File: config.mk
export PLATFORM = sky130hd
export DESIGN_NAME = board_ctl_spi
export DESIGN_NICKNAME = d
export VERILOG_FILES = /design/src/rtl/brd_pkg.sv /design/src/rtl/brd_sync.sv /design/src/rtl/brd_spi_port.sv /design/src/rtl/brd_regfile.sv /design/src/rtl/board_ctl_spi.sv
export SDC_FILE = /design/constraint.sdc
export NUM_CORES = 1
export LEC_CHECK = 0
export CAP_MARGIN = 20
export CORE_MARGIN = 1.5
export CORE_UTILIZATION = 51
export CTS_CLUSTER_DIAMETER = 50
export DETAILED_ROUTE_END_ITERATION = 12
export PLACE_DENSITY = 0.76
export SLEW_MARGIN = 30
export SYNTH_ARGS = -nofsm -noshare
export SYNTH_HDL_FRONTEND = slang
export SYNTH_HIERARCHICAL = 1
export SYNTH_SLANG_ARGS = --single-unit
File: constraint.sdc
create_clock -name clk -period 2.2 [get_ports clk]
set_clock_uncertainty 0.1 [all_clocks]
set_input_delay 0.22 -clock clk [delete_from_list [all_inputs] [get_ports clk]]
set_output_delay 0.22 -clock clk [all_outputs]
set_load 0.02 [all_outputs]
File: src/rtl/brd_pkg.sv
package brd_pkg;

    localparam int REG_W   = 8;
    localparam int NUM_CTL = 6;

    typedef logic [REG_W-1:0] byte_t;
    typedef logic [6:0]       reg_ix_t;

    localparam reg_ix_t IX_VER  = 7'd0;
    localparam reg_ix_t IX_LED  = 7'd1;
    localparam reg_ix_t IX_BTN  = 7'd2;
    localparam reg_ix_t IX_FLG  = 7'd3;
    localparam reg_ix_t IX_PG0  = 7'd4;
    localparam reg_ix_t IX_PG1  = 7'd5;
    localparam reg_ix_t IX_PG2  = 7'd6;
    localparam reg_ix_t IX_MEZ  = 7'd7;
    localparam reg_ix_t IX_CPUR = 7'd8;
    localparam reg_ix_t IX_PERR = 7'd9;
    localparam reg_ix_t IX_OPTA = 7'd10;
    localparam reg_ix_t IX_OPTB = 7'd11;
    localparam reg_ix_t IX_MSEL = 7'd12;
    localparam reg_ix_t IX_WARM = 7'd13;
    localparam reg_ix_t IX_KEY  = 7'd14;
    localparam reg_ix_t IX_PMB  = 7'd15;

    typedef enum logic [1:0] {PH_ADDR, PH_DATA, PH_DONE} spi_phase_e;

    typedef struct packed {
        reg_ix_t ix;
        byte_t   data;
    } wr_req_t;

    // Slot of a plain control byte on the ctl output, -1 if none.
    function automatic int ctl_slot(reg_ix_t ix);
        case (ix)
            IX_MEZ:  return 0;
            IX_CPUR: return 1;
            IX_PERR: return 2;
            IX_OPTA: return 3;
            IX_OPTB: return 4;
            IX_PMB:  return 5;
            default: return -1;
        endcase
    endfunction

endpackage

File: src/rtl/brd_sync.sv
module brd_sync #(
    parameter int             W       = 1,
    parameter int             STAGES  = 2,
    parameter logic [W-1:0]   RST_VAL = '0
) (
    input  logic         clk,
    input  logic         rst,
    input  logic [W-1:0] d,
    output logic [W-1:0] q
);
    logic [W-1:0] st [STAGES];

    always_ff @(posedge clk) begin
        if (rst) begin
            for (int i = 0; i < STAGES; i++) st[i] <= RST_VAL;
        end else begin
            st[0] <= d;
            for (int i = 1; i < STAGES; i++) st[i] <= st[i-1];
        end
    end

    assign q = st[STAGES-1];
endmodule

File: src/rtl/brd_spi_port.sv
module brd_spi_port
    import brd_pkg::*;
#(
    parameter int SYNC_STAGES = 2
) (
    input  logic    clk,
    input  logic    rst,
    input  logic    sclk,
    input  logic    cs_n,
    input  logic    mosi,
    output logic    miso,
    output reg_ix_t rd_ix,
    input  byte_t   rd_data,
    output logic    wr_stb,
    output wr_req_t wr_req
);
    localparam int          BITS  = 2 * REG_W;
    localparam int          CW    = $clog2(BITS + 1);
    localparam logic [CW-1:0] C_ADDR = CW'(REG_W - 1);
    localparam logic [CW-1:0] C_LAST = CW'(BITS - 1);
    localparam logic [CW-1:0] C_BYTE = CW'(REG_W);
    localparam logic [CW-1:0] C_END  = CW'(BITS);

    logic s_cs, s_sclk, s_mosi, sclk_d;
    logic rise, fall;
    logic [CW-1:0] cnt;
    byte_t rx_sr, tx_sr, addr_q;
    logic  addr_stb, miso_q;
    spi_phase_e phase;

    brd_sync #(.W(3), .STAGES(SYNC_STAGES), .RST_VAL(3'b110)) u_sync (
        .clk (clk),
        .rst (rst),
        .d   ({cs_n, sclk, mosi}),
        .q   ({s_cs, s_sclk, s_mosi})
    );

    assign rise  = s_sclk & ~sclk_d;
    assign fall  = ~s_sclk & sclk_d;
    assign phase = (cnt < C_BYTE) ? PH_ADDR : (cnt < C_END) ? PH_DATA : PH_DONE;

    always_ff @(posedge clk) begin
        if (rst) sclk_d <= 1'b1;
        else     sclk_d <= s_sclk;
    end

    always_ff @(posedge clk) begin
        if (rst || s_cs) begin
            cnt      <= '0;
            tx_sr    <= '0;
            miso_q   <= 1'b0;
            addr_stb <= 1'b0;
            wr_stb   <= 1'b0;
            if (rst) begin
                rx_sr  <= '0;
                addr_q <= '0;
                wr_req <= '0;
            end
        end else begin
            addr_stb <= 1'b0;
            wr_stb   <= 1'b0;
            if (addr_stb) tx_sr <= addr_q[0] ? rd_data : '0;
            if (rise && phase != PH_DONE) begin
                rx_sr <= {rx_sr[REG_W-2:0], s_mosi};
                cnt   <= cnt + 1'b1;
                if (cnt == C_ADDR) begin
                    addr_q   <= {rx_sr[REG_W-2:0], s_mosi};
                    addr_stb <= 1'b1;
                end
                if (cnt == C_LAST && !addr_q[0]) begin
                    wr_stb       <= 1'b1;
                    wr_req.ix    <= addr_q[REG_W-1:1];
                    wr_req.data  <= {rx_sr[REG_W-2:0], s_mosi};
                end
            end else if (fall && phase == PH_DATA) begin
                miso_q <= tx_sr[REG_W-1];
                tx_sr  <= {tx_sr[REG_W-2:0], 1'b0};
            end
        end
    end

    assign rd_ix = addr_q[REG_W-1:1];
    assign miso  = miso_q;


    strobe_excl_chk: assert property (@(posedge clk) disable iff (rst)
        $onehot0({addr_stb, wr_stb}));


    abort_nowrite_chk: assert property (@(posedge clk) disable iff (rst)
        s_cs |=> !wr_stb);


    miso_addr_low_chk: assert property (@(posedge clk) disable iff (rst)
        (phase == PH_ADDR) |=> !miso_q || $past(phase) != PH_ADDR);
endmodule

File: src/rtl/brd_regfile.sv
module brd_regfile
    import brd_pkg::*;
#(
    parameter int    SYNC_STAGES = 2,
    parameter byte_t VERSION     = 8'h13,
    parameter byte_t WARM_KEY    = 8'hA5
) (
    input  logic                     clk,
    input  logic                     rst,
    input  reg_ix_t                  rd_ix,
    output byte_t                    rd_data,
    input  logic                     wr_stb,
    input  wr_req_t                  wr_req,
    input  byte_t                    btn_s,
    input  byte_t                    pg_s [3],
    input  byte_t                    msel_s,
    output logic [3:0]               led_o,
    output logic [NUM_CTL*REG_W-1:0] ctl_o,
    output logic                     warm_rst_o
);
    localparam int AW = $clog2(SYNC_STAGES + 2);
    localparam logic [AW-1:0] ARM_N = AW'(SYNC_STAGES + 1);

    logic [3:0]  led_q;
    byte_t       ctl_q [NUM_CTL];
    byte_t       key_q, btn_d, flags_q, edge_v, clr_v;
    logic [AW-1:0] arm_cnt;
    logic        armed, warm_q;

    // Input change detection, held off until the synchronizer has filled.
    assign armed  = (arm_cnt == ARM_N);
    assign edge_v = armed ? (btn_s ^ btn_d) : '0;
    assign clr_v  = (wr_stb && wr_req.ix == IX_FLG) ? wr_req.data : '0;

    always_ff @(posedge clk) begin
        if (rst) begin
            arm_cnt <= '0;
            btn_d   <= '0;
            flags_q <= '0;
        end else begin
            if (!armed) arm_cnt <= arm_cnt + 1'b1;
            btn_d   <= btn_s;
            flags_q <= (flags_q & ~clr_v) | edge_v;
        end
    end

    always_ff @(posedge clk) begin
        if (rst) begin
            led_q  <= '0;
            key_q  <= '0;
            warm_q <= 1'b0;
        end else begin
            warm_q <= 1'b0;
            if (wr_stb) begin
                case (wr_req.ix)
                    IX_LED:  led_q <= wr_req.data[REG_W-1:REG_W-4];
                    IX_KEY:  key_q <= wr_req.data;
                    IX_WARM: begin
                        warm_q <= (key_q == WARM_KEY);
                        key_q  <= '0;
                    end
                    default: ;
                endcase
            end
        end
    end

    for (genvar k = 0; k < NUM_CTL; k++) begin : g_ctl
        always_ff @(posedge clk) begin
            if (rst)
                ctl_q[k] <= '0;
            else if (wr_stb && ctl_slot(wr_req.ix) == k)
                ctl_q[k] <= wr_req.data;
        end
        assign ctl_o[k*REG_W +: REG_W] = ctl_q[k];
    end

    always_comb begin
        case (rd_ix)
            IX_VER:  rd_data = VERSION;
            IX_LED:  rd_data = {led_q, 4'b0000};
            IX_BTN:  rd_data = btn_s;
            IX_FLG:  rd_data = flags_q;
            IX_PG0:  rd_data = pg_s[0];
            IX_PG1:  rd_data = pg_s[1];
            IX_PG2:  rd_data = pg_s[2];
            IX_MEZ:  rd_data = ctl_q[0];
            IX_CPUR: rd_data = ctl_q[1];
            IX_PERR: rd_data = ctl_q[2];
            IX_OPTA: rd_data = ctl_q[3];
            IX_OPTB: rd_data = ctl_q[4];
            IX_MSEL: rd_data = msel_s;
            IX_WARM: rd_data = '0;
            IX_KEY:  rd_data = key_q;
            IX_PMB:  rd_data = ctl_q[5];
            default: rd_data = '0;
        endcase
    end

    assign led_o      = led_q;
    assign warm_rst_o = warm_q;


    warm_key_chk: assert property (@(posedge clk) disable iff (rst)
        warm_rst_o |-> $past(key_q) == WARM_KEY);


    warm_single_chk: assert property (@(posedge clk) disable iff (rst)
        warm_rst_o |=> !warm_rst_o);


    flag_set_chk: assert property (@(posedge clk) disable iff (rst)
        (|edge_v) |=> ((flags_q & $past(edge_v)) == $past(edge_v)));


    led_hold_chk: assert property (@(posedge clk) disable iff (rst)
        !(wr_stb && wr_req.ix == IX_LED) |=> $stable(led_o));


    unmapped_wr_chk: assert property (@(posedge clk) disable iff (rst)
        (wr_stb && wr_req.ix > IX_PMB) |=> $stable(ctl_o) && $stable(led_o) && $stable(key_q));
endmodule

File: src/rtl/board_ctl_spi.sv
module board_ctl_spi
    import brd_pkg::*;
#(
    parameter int    SYNC_STAGES = 2,
    parameter byte_t VERSION     = 8'h13,
    parameter byte_t WARM_KEY    = 8'hA5
) (
    input  logic                     clk,
    input  logic                     rst,
    input  logic                     sclk,
    input  logic                     cs_n,
    input  logic                     mosi,
    output logic                     miso,
    output logic [3:0]               led_o,
    input  logic [REG_W-1:0]         btn_sw_i,
    input  logic [3*REG_W-1:0]       pwr_good_i,
    input  logic [REG_W-1:0]         mux_sel_i,
    output logic [NUM_CTL*REG_W-1:0] ctl_o,
    output logic                     warm_rst_o
);
    localparam int STAT_W = 5 * REG_W;

    reg_ix_t rd_ix;
    byte_t   rd_data, btn_s, msel_s;
    byte_t   pg_s [3];
    logic [3*REG_W-1:0] pg_flat;
    logic    wr_stb;
    wr_req_t wr_req;

    brd_sync #(.W(STAT_W), .STAGES(SYNC_STAGES), .RST_VAL('0)) u_stat_sync (
        .clk (clk),
        .rst (rst),
        .d   ({mux_sel_i, pwr_good_i, btn_sw_i}),
        .q   ({msel_s, pg_flat, btn_s})
    );

    for (genvar p = 0; p < 3; p++) begin : g_pg
        assign pg_s[p] = pg_flat[p*REG_W +: REG_W];
    end

    brd_spi_port #(.SYNC_STAGES(SYNC_STAGES)) u_port (
        .clk     (clk),
        .rst     (rst),
        .sclk    (sclk),
        .cs_n    (cs_n),
        .mosi    (mosi),
        .miso    (miso),
        .rd_ix   (rd_ix),
        .rd_data (rd_data),
        .wr_stb  (wr_stb),
        .wr_req  (wr_req)
    );

    brd_regfile #(
        .SYNC_STAGES (SYNC_STAGES),
        .VERSION     (VERSION),
        .WARM_KEY    (WARM_KEY)
    ) u_regs (
        .clk        (clk),
        .rst        (rst),
        .rd_ix      (rd_ix),
        .rd_data    (rd_data),
        .wr_stb     (wr_stb),
        .wr_req     (wr_req),
        .btn_s      (btn_s),
        .pg_s       (pg_s),
        .msel_s     (msel_s),
        .led_o      (led_o),
        .ctl_o      (ctl_o),
        .warm_rst_o (warm_rst_o)
    );


    reset_quiet_chk: assert property (@(posedge clk)
        $past(rst) |-> (led_o == '0 && ctl_o == '0 && !warm_rst_o && !miso));
endmodule

==> run_results.csv <==
group,metric,value,unit
final_layout,insertedDiodeCount,0,
yosys,postSynthAreaPerCell,11.1,µm²
yosys,synth-xor-area-share,0.0110,
sta,max_freq,0.462,GHz
worst_setup_path,worstPathBufferInverterCount,1,
yosys,ys_warn_count,6,
clocking,path_clk_slew,0.06,ns
yosys,postSynthNetCount,843,
place,routabilityCongestion,0.904,
routing,total_via_count_in_the_routed_design,6130,
worst_setup_path,required,2.49,ns
worst_setup_path,rr_startpoint,"u_port/addr_q[1]",
die,dieArea,0.0180,mm²
yosys,netlist.area_leader.share,0.305,
sta,max-slew-margin-rel,0.569,
yosys,yosys.cell_types.count,72,
worst_setup_path,path_cells,"buf_12, mux2_2, a32oi_1, a31oi_4, a31oi_1, nor3_1",
final_layout,post_route_cells_drive_above_1_share,0.123,
routing,post-route-drc-count,0,
pwr,power_density,828,mW/mm²
global_routing,grt_overflow,0,
routing,post_drt_via_cell_ratio,5.60,
yosys,yosys.area_share.simple,0.208,
worst_setup_path,critical_path.endpoint,"u_port/tx_sr[0]",
worst_setup_path,crit_path_max_incr_delay,0.47,ns
yosys,synth_fa_ha_area_frac,0.00427,
clocking,insertion_delay,0.51,ns
worst_setup_path,r2r_end,"u_port/tx_sr[0]",
place,placed_area,0.00974,mm²
clocking,cts-buffers-inserted,25,
yosys,post_synth_most_frequent_cells,"dfxtp_1, nor2b_1, edfxtp_1, buf_4, and2_1",
run,max_cap_viol_count,0,
clocking,cts.root.buffer_cell,"clkbuf_16",
global_routing,grt_pass1_vias,5818,
routing,antenna_violating_nets_post_route,0,
yosys,async_reset_ff_frac,0,
worst_setup_path,worstSetupEndpointType,"flop",
outcome,run_status,"completed",
die,std_cell_rows,47,
worst_setup_path,critPathMaxFanout,24,
place,input_output_buffers,98,
worst_setup_path,timing_worst_setup_path_type,"flop to flop",
yosys,synthesized_area_fraction_occupied_by_ao_oa_aoi_and_oai_cells,0.0857,
clocking,clock_tree.buffer_depth,3,
yosys,synth_top_family_by_area,"simple AND/OR/NAND/NOR gates",
routing,initialDrtViolationCount,544,
global_routing,grt.total_usage,0.264,
die,die_height,134,µm
die,core_region_area,0.0167,mm²
sta,maxSlewViolCount,0,
worst_setup_path,ff2ff_path_depth,6,
worst_setup_path,arrival,2.46,ns
yosys,synth.most_common_cell,"dfxtp_1",
yosys,synth_area_leaders,"dfxtp_1, edfxtp_1, nor2b_1, buf_4, and2_1",
yosys,ys.flop_type,"dfxtp_1",
sta,crit_path_time_final,2.17,ns
clocking,clock_sink_count,212,
yosys,synth.ff_latch_count,212,
pwr,ir_worst_vdd,585,µV
worst_setup_path,critPathLaunch,"u_port/addr_q[1]",
global_routing,grt_pass1_wl,35.5,mm
die,initial_utilization,0.526,
clocking,cts_tree,"done",
sta,worst_pin_slew,0.646,ns
die,die-width,134,µm
clocking,ctsHtreeMaxLevel,1,
yosys,syn_area,0.00879,mm²
sta,timing.final.setup_violations,0,
sta,min_period_over_period,0.985,
worst_setup_path,critical_path_cell_count,6,
yosys,yosys-mux-area-fraction,0.0383,
final_layout,final_net_count,905,
worst_setup_path,worstSetupStartpointType,"flop",
worst_setup_path,crit_slowest_cell,"a32oi_1",
routing,drt-total-wl,23.7,mm
die,num_io_pins,99,
worst_setup_path,critical_path.top_delay_family,"compound AO/OA/AOI/OAI gates",
yosys,yosysTopAreaCell,"dfxtp_1",
yosys,synth_enable_flop_cells,78,
sta,finalHoldViolations,0,
global_routing,maximum_number_of_pins_on_one_net_before_global_route_repair,73,
final_layout,finalInstanceArea,0.0106,mm²
global_routing,grt_antenna_before_repair,0,
final_layout,areaGrowthSynthToFinish,20.2,%
yosys,postSynthCellCount,795,
worst_hold_path,hold_path_class,"primary input to flop",
routing,route.detailed.wl_per_inst,21.6,µm
worst_setup_path,r2r_setup_slack,0.03,ns
place,dpl.hpwl,17.5,mm
final_layout,fin_util,0.633,
pwr,power_leakage,3.87,nW
yosys,synth_seq_area_share,0.572,
routing,drtPass1Iterations,5,
registers in the layout (all words and copies together) (netlist names):
signal / flops
u_port/cnt: 5
u_port/rx_sr: 7
u_port/miso: 1
u_port/sclk_d: 1
u_port/wr_stb: 1
u_regs/warm_rst_o: 1
u_regs/ctl_q: 48
u_regs/led_o: 4
u_port/addr_q: 8
u_regs/key_q: 8
u_port/wr_req: 15
u_port/addr_stb: 1
u_regs/btn_d: 8
u_regs/flags_q: 8
u_port/u_sync/st: 6
u_stat_sync/st: 80
u_port/tx_sr: 8
u_regs/arm_cnt: 2
routing by layer:
layer	vias to the layer above	GRT usage	part of all wire
met5	-	0	0
li1	2873	-	-
met1	2963	0.348	0.43
met2	242	0.447	0.48
met4	0	0.0687	0.027
met3	52	0.0495	0.064
metrics by stage:
step | worst slack, ns | instances | power (W) | hold WS (ns) | TNS (ns)
floorplan | 0.0161 | 795 | 0.00471 | 0.192 | 0
finish | 0.0334 | 1095 | 0.00875 | 0.163 | 0
detailed placement | 0.0299 | 1048 | 0.00497 | 0.300 | 0
global route | -0.000497 | 1095 | 0.00903 | 0.155 | -0.000497
CTS | 0.0213 | 1094 | 0.00880 | 0.151 | 0
global placement | 0.00999 | 1048 | 0.00495 | 0.286 | 0
cell usage in the layout, fill, tap and decap left out, types with 4 or more instances in the layout:
| cell | count |
|---|---|
| dfxtp_1 | 134 |
| nor2b_1 | 100 |
| clkdlybuf4s50_1 | 97 |
| edfxtp_1 | 78 |
| and2_1 | 39 |
| a21oi_1 | 37 |
| nand2_1 | 36 |
| buf_4 | 33 |
| clkbuf_16 | 26 |
| nor4_1 | 25 |
| o21ai_0 | 24 |
| inv_1 | 20 |
| nor2_1 | 20 |
| mux2i_1 | 19 |
| a31oi_1 | 16 |
| nand3_1 | 16 |
| xor2_1 | 10 |
| nand3b_1 | 8 |
| clkbuf_1 | 7 |
| mux2_2 | 7 |
| and3_1 | 6 |
| nor3_1 | 5 |
| or3_1 | 5 |
| buf_12 | 4 |
| nand2b_1 | 4 |
| a21o_1 | 4 |
| or2_1 | 4 |
| o22ai_1 | 4 |
how the worst min path moves through the flow:
stage                                start                      to  slack [ns]  cells after the start
detailed placement  u_port/u_sync/st[0][2]  u_port/u_sync/st[0][5]        0.30                      1
global route                  mux_sel_i[4]   u_stat_sync/st[0][36]        0.15                      2
floorplan                              rst  u_port/u_sync/st[0][0]        0.19                      1
global placement    u_port/u_sync/st[0][2]  u_port/u_sync/st[0][5]        0.29                      1
finish                      pwr_good_i[21]   u_stat_sync/st[0][29]        0.16                      2
CTS                         pwr_good_i[21]   u_stat_sync/st[0][29]        0.15                      2
area by class of cell:
cell class / count / area (µm²)
Fill cell: 1354 / 6140
Sequential cell: 212 / 5020
Multi-Input combinational cell: 463 / 3100
Timing Repair Buffer: 135 / 1310
Clock buffer: 36 / 718
Tap cell: 220 / 275
Inverter: 20 / 75.1
Clock inverter: 9 / 63.8
cell families after synthesis:
family          Yosys count
fa+ha+maj                 3
buf+inv                 120
simple gates            300
xor+xnor                 11
flops                   212
mux                      29
compound gates          120
power by group:
group	leakage (nW)	switching (W)	internal (W)
sequential	1.91	0.0000981	0.00421
clock	0.383	0.00157	0.00229
combinational	1.58	0.000312	0.000279
total	3.87	0.00198	0.00677
repair_timing:
action | in CTS | in global routing
hold buffers | 1 | 0
hold endpoints to repair | 8 | 0
gates resized for setup | 0 | 6
setup buffers | 0 | 1
endpoints found under the setup margin | 0 | 6
Note: power is estimated with default switching activity, not from simulation.
